==> config.mk <==
export PLATFORM = sky130hd
export DESIGN_NAME = evtx_ctrl
export DESIGN_NICKNAME = d
export VERILOG_FILES = /design/src/rtl/evtx_pkg.sv /design/src/rtl/evtx_pend.sv /design/src/rtl/evtx_chan_regs.sv /design/src/rtl/evtx_fsm.sv /design/src/rtl/evtx_ctrl.sv
export SDC_FILE = /design/constraint.sdc
export NUM_CORES = 2
export LEC_CHECK = 0
export BUFFER_PORTS_ARGS = -buffer_cell sky130_fd_sc_hd__buf_2
export CORE_AREA = 2 2 207 311
export DETAILED_ROUTE_END_ITERATION = 6
export DIE_AREA = 0 0 209 313
export GPL_ROUTABILITY_DRIVEN = 0
export HOLD_SLACK_MARGIN = 0.03
export PLACE_DENSITY = 0.77
export SYNTH_ARGS = -nofsm -noshare
export SYNTH_HDL_FRONTEND = slang
export SYNTH_SLANG_ARGS = --single-unit
==> constraint.sdc <==
create_clock -name clk -period 4.8 [get_ports clk]
set_input_delay 1.2 -clock clk [delete_from_list [all_inputs] [get_ports clk]]
set_output_delay 1.2 -clock clk [all_outputs]
set_load 0.01 [all_outputs]
==> src/rtl/evtx_pkg.sv <==
package evtx_pkg;

    typedef enum logic [1:0] {
        ST_IDLE,
        ST_FETCH,
        ST_STORE,
        ST_RAISE
    } evtx_state_e;

    // control word layout: bit2 continuous, bit1 advance destination, bit0 word size
    typedef struct packed {
        logic cont;
        logic inc_dst;
        logic word;
    } evtx_ctl_t;

    localparam int CTL_W = $bits(evtx_ctl_t);

    localparam logic [1:0] FLD_SRC = 2'd0;
    localparam logic [1:0] FLD_DST = 2'd1;
    localparam logic [1:0] FLD_CNT = 2'd2;
    localparam logic [1:0] FLD_CTL = 2'd3;

endpackage

==> src/rtl/evtx_pend.sv <==
module evtx_pend #(
    parameter int NCH = 8,
    parameter int CHW = $clog2(NCH)
) (
    input  logic           clk,
    input  logic           rst_n,
    input  logic [NCH-1:0] trig_i,
    input  logic           clr_en,
    input  logic [CHW-1:0] clr_ch,
    output logic           any_o,
    output logic [CHW-1:0] idx_o
);

    logic [NCH-1:0] pend_q;
    logic [NCH-1:0] clr_mask;

    always_comb begin
        clr_mask = '0;
        if (clr_en) clr_mask[clr_ch] = 1'b1;
    end

    // a new pulse wins over the clear of the same channel
    always_ff @(posedge clk or negedge rst_n) begin
        if (!rst_n) pend_q <= '0;
        else        pend_q <= (pend_q & ~clr_mask) | trig_i;
    end

    // lowest-numbered pending channel wins
    always_comb begin
        idx_o = '0;
        for (int i = NCH - 1; i >= 0; i--) begin
            if (pend_q[i]) idx_o = CHW'(i);
        end
    end

    assign any_o = |pend_q;

endmodule

==> src/rtl/evtx_chan_regs.sv <==
module evtx_chan_regs
    import evtx_pkg::*;
#(
    parameter int NCH = 8,
    parameter int AW  = 24,
    parameter int CW  = 8,
    parameter int CHW = $clog2(NCH)
) (
    input  logic           clk,
    input  logic           rst_n,
    input  logic           cfg_wr,
    input  logic [CHW-1:0] cfg_ch,
    input  logic [1:0]     cfg_sel,
    input  logic [AW-1:0]  cfg_wdata,
    output logic [AW-1:0]  cfg_rdata,
    input  logic           upd_en,
    input  logic [CHW-1:0] look_ch,
    output logic [AW-1:0]  look_src,
    output logic [AW-1:0]  look_dst,
    output logic [CW-1:0]  look_cnt,
    output evtx_ctl_t      look_ctl
);

    logic [AW-1:0] src_q [NCH];
    logic [AW-1:0] dst_q [NCH];
    logic [CW-1:0] cnt_q [NCH];
    evtx_ctl_t     ctl_q [NCH];

    for (genvar g = 0; g < NCH; g++) begin : g_chan
        logic          hit_upd;
        logic          hit_cfg;
        logic [AW-1:0] step;

        assign hit_upd = upd_en && (look_ch == CHW'(g));
        assign hit_cfg = cfg_wr && (cfg_ch == CHW'(g));
        assign step    = ctl_q[g].word ? AW'(2) : AW'(1);

        // an engine update takes precedence over a software write in the same cycle
        always_ff @(posedge clk or negedge rst_n) begin
            if (!rst_n) begin
                src_q[g] <= '0;
                dst_q[g] <= '0;
                cnt_q[g] <= '0;
                ctl_q[g] <= '0;
            end else if (hit_upd) begin
                if (ctl_q[g].inc_dst) dst_q[g] <= dst_q[g] + step;
                else                  src_q[g] <= src_q[g] + step;
                if (!ctl_q[g].cont)   cnt_q[g] <= cnt_q[g] - CW'(1);
            end else if (hit_cfg) begin
                unique case (cfg_sel)
                    FLD_SRC: src_q[g] <= cfg_wdata;
                    FLD_DST: dst_q[g] <= cfg_wdata;
                    FLD_CNT: cnt_q[g] <= cfg_wdata[CW-1:0];
                    FLD_CTL: ctl_q[g] <= evtx_ctl_t'(cfg_wdata[CTL_W-1:0]);
                    default: ;
                endcase
            end
        end
    end

    assign look_src = src_q[look_ch];
    assign look_dst = dst_q[look_ch];
    assign look_cnt = cnt_q[look_ch];
    assign look_ctl = ctl_q[look_ch];

    always_comb begin
        unique case (cfg_sel)
            FLD_SRC: cfg_rdata = src_q[cfg_ch];
            FLD_DST: cfg_rdata = dst_q[cfg_ch];
            FLD_CNT: cfg_rdata = AW'(cnt_q[cfg_ch]);
            FLD_CTL: cfg_rdata = AW'(ctl_q[cfg_ch]);
            default: cfg_rdata = '0;
        endcase
    end

endmodule

==> src/rtl/evtx_fsm.sv <==
module evtx_fsm
    import evtx_pkg::*;
#(
    parameter int NCH = 8,
    parameter int AW  = 24,
    parameter int DW  = 16,
    parameter int CW  = 8,
    parameter int CHW = $clog2(NCH)
) (
    input  logic           clk,
    input  logic           rst_n,
    input  logic           any_pend,
    input  logic [CHW-1:0] pick_idx,
    output logic [CHW-1:0] look_ch,
    input  logic [AW-1:0]  look_src,
    input  logic [AW-1:0]  look_dst,
    input  logic [CW-1:0]  look_cnt,
    input  evtx_ctl_t      look_ctl,
    output logic           upd_en,
    output logic           clr_en,
    output logic           bus_req,
    input  logic           bus_gnt,
    output logic           bus_we,
    output logic           bus_byte,
    output logic [AW-1:0]  bus_addr,
    output logic [DW-1:0]  bus_wdata,
    input  logic [DW-1:0]  bus_rdata,
    output logic [NCH-1:0] irq_o
);

    localparam int BYTE_W = 8;

    evtx_state_e    state_q, state_d;
    logic [CHW-1:0] cur_q;
    logic [DW-1:0]  data_q;
    logic           exhausted;

    assign exhausted = (look_cnt == '0) && !look_ctl.cont;

    // state register
    always_ff @(posedge clk or negedge rst_n) begin
        if (!rst_n) state_q <= ST_IDLE;
        else        state_q <= state_d;
    end

    // channel and data holding registers
    always_ff @(posedge clk or negedge rst_n) begin
        if (!rst_n) begin
            cur_q  <= '0;
            data_q <= '0;
        end else begin
            if (state_q == ST_IDLE && any_pend) cur_q <= pick_idx;
            if (state_q == ST_FETCH && bus_gnt) data_q <= bus_rdata;
        end
    end

    // transitions: launch, exhaust, fetched, stored, raised
    always_comb begin
        state_d = state_q;
        unique case (state_q)
            ST_IDLE: begin
                if (any_pend) state_d = exhausted ? ST_RAISE : ST_FETCH;
            end
            ST_FETCH: if (bus_gnt) state_d = ST_STORE;
            ST_STORE: if (bus_gnt) state_d = ST_IDLE;
            ST_RAISE: state_d = ST_IDLE;
            default:  state_d = ST_IDLE;
        endcase
    end

    // outputs
    always_comb begin
        look_ch   = (state_q == ST_IDLE) ? pick_idx : cur_q;
        bus_req   = 1'b0;
        bus_we    = 1'b0;
        bus_byte  = !look_ctl.word;
        bus_addr  = look_src;
        bus_wdata = look_ctl.word ? data_q : DW'(data_q[BYTE_W-1:0]);
        irq_o     = '0;
        upd_en    = 1'b0;
        clr_en    = 1'b0;
        unique case (state_q)
            ST_IDLE: ;
            ST_FETCH: begin
                bus_req  = 1'b1;
                bus_addr = look_src;
            end
            ST_STORE: begin
                bus_req  = 1'b1;
                bus_we   = 1'b1;
                bus_addr = look_dst;
                upd_en   = bus_gnt;
                clr_en   = bus_gnt;
            end
            ST_RAISE: begin
                irq_o[cur_q] = 1'b1;
                clr_en       = 1'b1;
            end
            default: ;
        endcase
    end

endmodule

==> src/rtl/evtx_ctrl.sv <==
module evtx_ctrl
    import evtx_pkg::*;
#(
    parameter int NCH = 8,
    parameter int AW  = 24,
    parameter int DW  = 16,
    parameter int CW  = 8,
    localparam int CHW = $clog2(NCH)
) (
    input  logic           clk,
    input  logic           rst_n,
    input  logic [NCH-1:0] trig_i,
    input  logic           cfg_wr,
    input  logic [CHW-1:0] cfg_ch,
    input  logic [1:0]     cfg_sel,
    input  logic [AW-1:0]  cfg_wdata,
    output logic [AW-1:0]  cfg_rdata,
    output logic           bus_req,
    input  logic           bus_gnt,
    output logic           bus_we,
    output logic           bus_byte,
    output logic [AW-1:0]  bus_addr,
    output logic [DW-1:0]  bus_wdata,
    input  logic [DW-1:0]  bus_rdata,
    output logic [NCH-1:0] irq_o
);

    logic           any_pend;
    logic [CHW-1:0] pick_idx;
    logic [CHW-1:0] look_ch;
    logic [AW-1:0]  look_src;
    logic [AW-1:0]  look_dst;
    logic [CW-1:0]  look_cnt;
    evtx_ctl_t      look_ctl;
    logic           upd_en;
    logic           clr_en;

    evtx_pend #(.NCH(NCH), .CHW(CHW)) u_pend (
        .clk    (clk),
        .rst_n  (rst_n),
        .trig_i (trig_i),
        .clr_en (clr_en),
        .clr_ch (look_ch),
        .any_o  (any_pend),
        .idx_o  (pick_idx)
    );

    evtx_chan_regs #(.NCH(NCH), .AW(AW), .CW(CW), .CHW(CHW)) u_regs (
        .clk       (clk),
        .rst_n     (rst_n),
        .cfg_wr    (cfg_wr),
        .cfg_ch    (cfg_ch),
        .cfg_sel   (cfg_sel),
        .cfg_wdata (cfg_wdata),
        .cfg_rdata (cfg_rdata),
        .upd_en    (upd_en),
        .look_ch   (look_ch),
        .look_src  (look_src),
        .look_dst  (look_dst),
        .look_cnt  (look_cnt),
        .look_ctl  (look_ctl)
    );

    evtx_fsm #(.NCH(NCH), .AW(AW), .DW(DW), .CW(CW), .CHW(CHW)) u_fsm (
        .clk       (clk),
        .rst_n     (rst_n),
        .any_pend  (any_pend),
        .pick_idx  (pick_idx),
        .look_ch   (look_ch),
        .look_src  (look_src),
        .look_dst  (look_dst),
        .look_cnt  (look_cnt),
        .look_ctl  (look_ctl),
        .upd_en    (upd_en),
        .clr_en    (clr_en),
        .bus_req   (bus_req),
        .bus_gnt   (bus_gnt),
        .bus_we    (bus_we),
        .bus_byte  (bus_byte),
        .bus_addr  (bus_addr),
        .bus_wdata (bus_wdata),
        .bus_rdata (bus_rdata),
        .irq_o     (irq_o)
    );

endmodule

== After elaboration in Yosys (flattened, before gate mapping) ==
Cells that the tools add are included.

* $add $sub $neg: 24
* $lt $le $gt $ge: 6
* Equality and inequality tests: 47
* Mux-type cells: 134
* Bitwise logic cells: 13
* Reductions and logical operators: 95

{| class="wikitable"
|+ Operators by type and width
! operator !! count
|-
| 2-to-1 mux 24 bit || 59
|-
| adder 24 bit || 16
|-
| binary-select mux 24 bit (select 3 bit) || 4
|-
| 2-to-1 mux 8 bit || 31
|-
| AND reduction 3 bit || 33
|-
| one-hot mux 24 bit (4 select lines) || 1
|-
| nonzero test 2 bit || 32
|-
| subtractor 8 x 1 -> 8 bit (second input constant) || 8
|-
| binary-select mux 8 bit (select 3 bit) || 2
|-
| 2-to-1 mux 3 bit || 13
|-
| != test 2 bit (second input constant) || 18
|-
| equality test 3 bit (second input constant) || 8
|-
| 2-to-1 mux 2 bit || 12
|-
| logical AND 1 bit || 21
|-
| binary-select mux 3 bit (select 3 bit) || 2
|-
| != test 2 x 1 -> 1 bit (second input constant) || 9
|-
| 2-to-1 mux 16 bit || 1
|-
| equality test 3 x 2 -> 1 bit (second input constant) || 4
|-
| bitwise AND 8 bit || 1
|-
| equality test 2 bit (second input constant) || 4
|-
| >= comparator 4 bit (second input constant) || 2
|-
| logical NOT 8 bit || 1
|-
| less-than comparator 3 x 4 -> 1 bit (second input constant) || 2
|-
| NOT 1 bit || 8
|-
| 15 further kinds || 27
|}

* Bits in registers: 501
* Input port bits: 57
* Logic and storage cells: 371

== Logic depth before layout (Yosys ltp) ==
* Depth after elaboration: 18
* Depth in mapped cells: 14

== Cells and area by module ==
From an unflattened synthesis, not the netlist that was laid out.

* Cell total of the unflattened synthesis: 4202
* Area, all modules: 38523.2 µm²

{| class="wikitable"
|+ Modules (own cells, without submodules)
! module !! times used !! cells an instance !! area an instance (µm²)
|-
| evtx_chan_regs || 1 || 4039 || 36661.4
|-
| evtx_fsm || 1 || 122 || 1458.9
|-
| evtx_pend || 1 || 41 || 402.9
|}

== Least setup slack after synthesis ==
No wires, ideal clock.

* Path kind: input to output
* Start: input port cfg_ch[0]
* End: output port cfg_rdata[4]
* Arrival: 3.397 ns
* Required time: 3.600 ns
* Slack: 0.203 ns
* Stages on the path: 7
* Path buffers: 4
* Cells stage by stage: clkbuf_1 -> clkbuf_1 -> buf_2 -> buf_2 -> mux4_2 -> mux2i_1 -> o221ai_1

* Longest elaborated chain between the ends: 5

{| class="wikitable"
|+ Ends and longest elaborated chain
! element !! line !! RTL
|-
| start: declaration || evtx_ctrl.sv:14 || <nowiki>input logic [CHW-1:0] cfg_ch,</nowiki>
|-
| NOT 3 -> 4 bit (not written as such) (*) || evtx_chan_regs.sv:68, evtx_chan_regs.sv:69, evtx_chan_regs.sv:70 ||
|-
| binary-select mux 8 bit (select 3 bit), or another cell as far along || evtx_chan_regs.sv:70 || <nowiki>FLD_CNT: cfg_rdata = AW'(cnt_q[cfg_ch]);</nowiki>
|-
| 2-to-1 mux 8 bit (not written as such), or another cell as far along (2 in a row) || evtx_chan_regs.sv:70 ||
|-
| one-hot mux 24 bit (4 select lines) (*) || evtx_chan_regs.sv:67 || <nowiki>unique case (cfg_sel)</nowiki>
|-
| end: declaration || evtx_ctrl.sv:17 || <nowiki>output logic [AW-1:0] cfg_rdata,</nowiki>
|}

Every way passes the cells marked *; elsewhere a longest branch is shown, timed or not. The select of a mux whose other input is x is not followed.

== Final worst setup path ==
* Start: register u_pend.pend_q[4]
* End: output port bus_addr[2]

* Longest elaborated chain between the ends: 11

{| class="wikitable"
|+ Ends and longest elaborated chain
! element !! line !! RTL
|-
| start: declaration || evtx_pend.sv:14 || <nowiki>logic [NCH-1:0] pend_q;</nowiki>
|-
| start signal: assignment || evtx_pend.sv:25 || <nowiki>else pend_q <= (pend_q & ~clr_mask) | trig_i;</nowiki>
|-
| 2-to-1 mux 3 bit (*) (5 in a row) || evtx_pend.sv:32 || <nowiki>if (pend_q[i]) idx_o = CHW'(i);</nowiki>
|-
| 2-to-1 mux 3 bit (*) || evtx_fsm.sv:73 || <nowiki>look_ch = (state_q == ST_IDLE) ? pick_idx : cur_q;</nowiki>
|-
| NOT 3 -> 4 bit (not written as such) (*) || evtx_chan_regs.sv:61, evtx_chan_regs.sv:62 ||
|-
| binary-select mux 24 bit (select 3 bit), on equally long branches || evtx_chan_regs.sv:61, evtx_chan_regs.sv:62 ||
|-
| 2-to-1 mux 24 bit, on equally long branches (2 in a row) || evtx_chan_regs.sv:61, evtx_chan_regs.sv:62 ||
|-
| 2-to-1 mux 24 bit (*) || evtx_fsm.sv:82 || <nowiki>unique case (state_q)</nowiki>
|-
| end: declaration || evtx_ctrl.sv:22 || <nowiki>output logic [AW-1:0] bus_addr,</nowiki>
|}

Marks and branches as above.

==> out/summary.txt <==
Avg WL per Cell - 28.00 um
worst path cell trace - o31ai_2, a21oi_4, buf_12, buf_4, o211ai_1, o21ai_0, o221ai_1, buf_2
width of the die - 209 um
initial antenna violation count - 4
IO buf count - 131
Slew @ Worst Pin - 1338 ps
Yosys reg bits - 501
CP top delay family - compound AO/OA/AOI/OAI gates
clock buffer depth - 3
most common cell after layout, fill and taps aside - nand2_1
Tot GR Track Use - 0.4387
Synth Flop Type - dfrtp_1
Finished Cell Area - 0.04082 mm^2
Synth Area in Compound Gates - 0.2480
CTS tree - built
# hold bufs at CTS - 0
placed cells - 5138
xor/xnor share of the synthesized area - 0
Routed Antenna Nets - 0
Detailed Routing Iterations Pass 1 - 7
Setup crit end kind - output pin
Total Nets Final - 4509
Final WS setup - -67.00 ps
asr flop ratio synth - 1.000
syn nets - 4534
row count - 113
CP Class - register to output pin
layout cell share with drive strength beyond 1 - 0.1394
period utilisation layout - 1.014
most frequent cells in the layout - 616 x nand2_1, 501 x dfrtp_1, 407 x a21oi_1, 355 x nor2_1, 257 x nand3_1
fill count - 5140
syn_area_per_cell - 8.450 um^2
Final setup viols - 4
Slowest cell on crit path - o31ai_2
Post-Synth Simple-Gate Area - 0.2073
Min-Delay Path Class - register to register
Critical Path RT - 3600 ps
root buf cell - clkbuf_16
Initial DRC Count - 5755
Gate Count Post-Synth - 4417
status - complete, but fails checks
mux cell area share after synthesis - 0.1325
Finished Layout Cells - 5241
synthesized area - 0.03732 mm^2
largest net degree at the start of global routing - 109
achievable clock frequency - 205.5 MHz
die area - 0.06542 mm^2
Placement Cell Area - 0.03894 mm^2
Die H - 313 um
Congestion Overflow GR - 0
P&R area growth vs syn - 9.363%
worst-skew pair later-pin latency - 640 ps
Netlist cell types - 88
CP Buf/Inv Count - 3
largest family of logic cells by synthesized area - compound AO/OA/AOI/OAI gates
reported leakage power - 16.33 nW
synth warn - 0
Final Slew Violations - 0
I/O Pins - 132
Crit path arrival time - 3670 ps
FF+latch area - 0.01254 mm^2
vias in the first global route - 37190
Vias/cell - 7.474
adder-cell share of the synthesized area - 0.02333
Post-Place Setup Slack - 353.4 ps
pwr/cell area - 505.8 mW/mm^2
failing checks - design-rule violations, negative setup slack
Slew headroom - 0.09565
Max IR drop VDD - 377.4 uV
CTS H-tree depth - 2
Worst Skew - 22.12 ps
detailed placement HPWL - 108300 um
crit start category - register
total core area - 0.06292 mm^2
Post-synth EDFFs - 0
clock tree sinks - 501
via count - 39170
Tmin final - 4867 ps
CP peak stage delay - 940 ps
Num CTS Buffers - 50
routed wire length - 146700 um
Multi-input gate area - 0.02299 mm^2
crit-path max FO - 34
first-pass GRT wire length - 219100 um
utilization after layout - 0.6488
drt drc - 2
number of max-cap violations - 0
CTS clock-pin slew for the worst setup and hold paths - 60 ps
Starting Density - 0.5932
final hold vios - 0
RSZ-0062 raised after global routing - no
sequential element share of the synthesized area - 0.3359
report_power, final:
part	switching, mW	internal (mW)	leakage, nW
Combinational	4.45	3.53	9.48
Sequential	2.81	5.52	5.99
Clock	1.85	2.48	0.858
Total	9.12	11.5	16.3
stage by stage:
step / power, mW / TNS [ps] / hold WS, ps
finish: 20.65 / -156.7 / 495.8
detailed placement: 15.67 / 0 / 485.7
CTS: 19.98 / 0 / 499.6
global placement: 15.43 / 0 / 479.8
global route: 21.37 / 0 / 516.0
floorplan: 12.39 / 0 / 465.0
layer usage:
metal	part of all wire	vias to the layer above	GRT usage	wire length [um]
met5	0.000089	-	0	13
met4	0.087	2	0.3149	12840
met3	0.15	735	0.1135	21640
met2	0.44	3169	0.6742	64350
met1	0.33	18730	0.5385	47900
li1	-	16530	-	-
flip-flops by register name, summed over array words and instances, names as in the netlist:
signal         cells
u_regs.cnt_q      64
u_regs.ctl_q      24
u_fsm.state_q      2
u_fsm.cur_q        3
u_regs.dst_q     192
u_fsm.data_q      16
u_pend.pend_q      8
u_regs.src_q     192
area by class of cell:
type,count,share of cell area
multi-input cells,3445,0.5631
flip-flops and latches,501,0.3071
repair buffers,276,0.05131
clock buffers,75,0.03672
well taps,805,0.02468
inverters,118,0.01085
clock inverters,17,0.005916
diodes,4,0.0002452
worst paths after layout:
kind / slack, ps / end / depth (start not counted) / startpoint
max in group asynchronous: 3070 / u_regs.dst_q[95]$_DFFE_PN0P_ / 2 / rst_n
worst min-delay path: 500 / u_fsm.data_q[15]$_DFFE_PN0P_ / 1 / u_fsm.data_q[15]$_DFFE_PN0P_
worst max-delay path: -70 / bus_addr[2] / 8 / u_pend.pend_q[4]$_DFF_PN0_
worst max register to register: 750 / u_regs.dst_q[171]$_DFFE_PN0P_ / 7 / u_pend.pend_q[4]$_DFF_PN0_
worst min register to register: 500 / u_fsm.data_q[15]$_DFFE_PN0P_ / 1 / u_fsm.data_q[15]$_DFFE_PN0P_
min in group asynchronous: 530 / u_regs.cnt_q[57]$_DFFE_PN0P_ / 1 / rst_n
cells by family (layout without fill, tap and decap cells):
family | count (synthesis) | after routing
and+or+nand+nor | 1658 | 1659
muxes | 312 | 312
AOI/OAI and AO/OA | 1413 | 1414
buffers and inverters | 473 | 486
other | 0 | 4
DFF | 501 | 501
adders and majority gates | 60 | 60
timing repair:
action,CTS,global route
setup endpoints to repair,18,22
cloned,1,2
pin swaps,0,3
setup buffers,0,4
resized for setup,5,9
synth_stat cells (57+ instances only):
library cell / n / area, um^2
a31oi_1: 112 / 700.7
nor2b_1: 57 / 356.6
o21ai_0: 250 / 1251
and3_1: 63 / 394.1
dfrtp_1: 501 / 12540
a2bb2oi_1: 61 / 534.3
nand3_1: 260 / 1301
nor2_1: 357 / 1340
o22a_1: 128 / 1121
a21oi_1: 408 / 2042
mux4_2: 139 / 3131
nand2_1: 616 / 2312
mux2i_1: 114 / 1141
o22ai_1: 94 / 588.1
buf_2: 113 / 565.5
inv_1: 118 / 442.9
clkbuf_1: 187 / 701.9
nor3_1: 72 / 360.4
(Power assumes the default switching activity.)
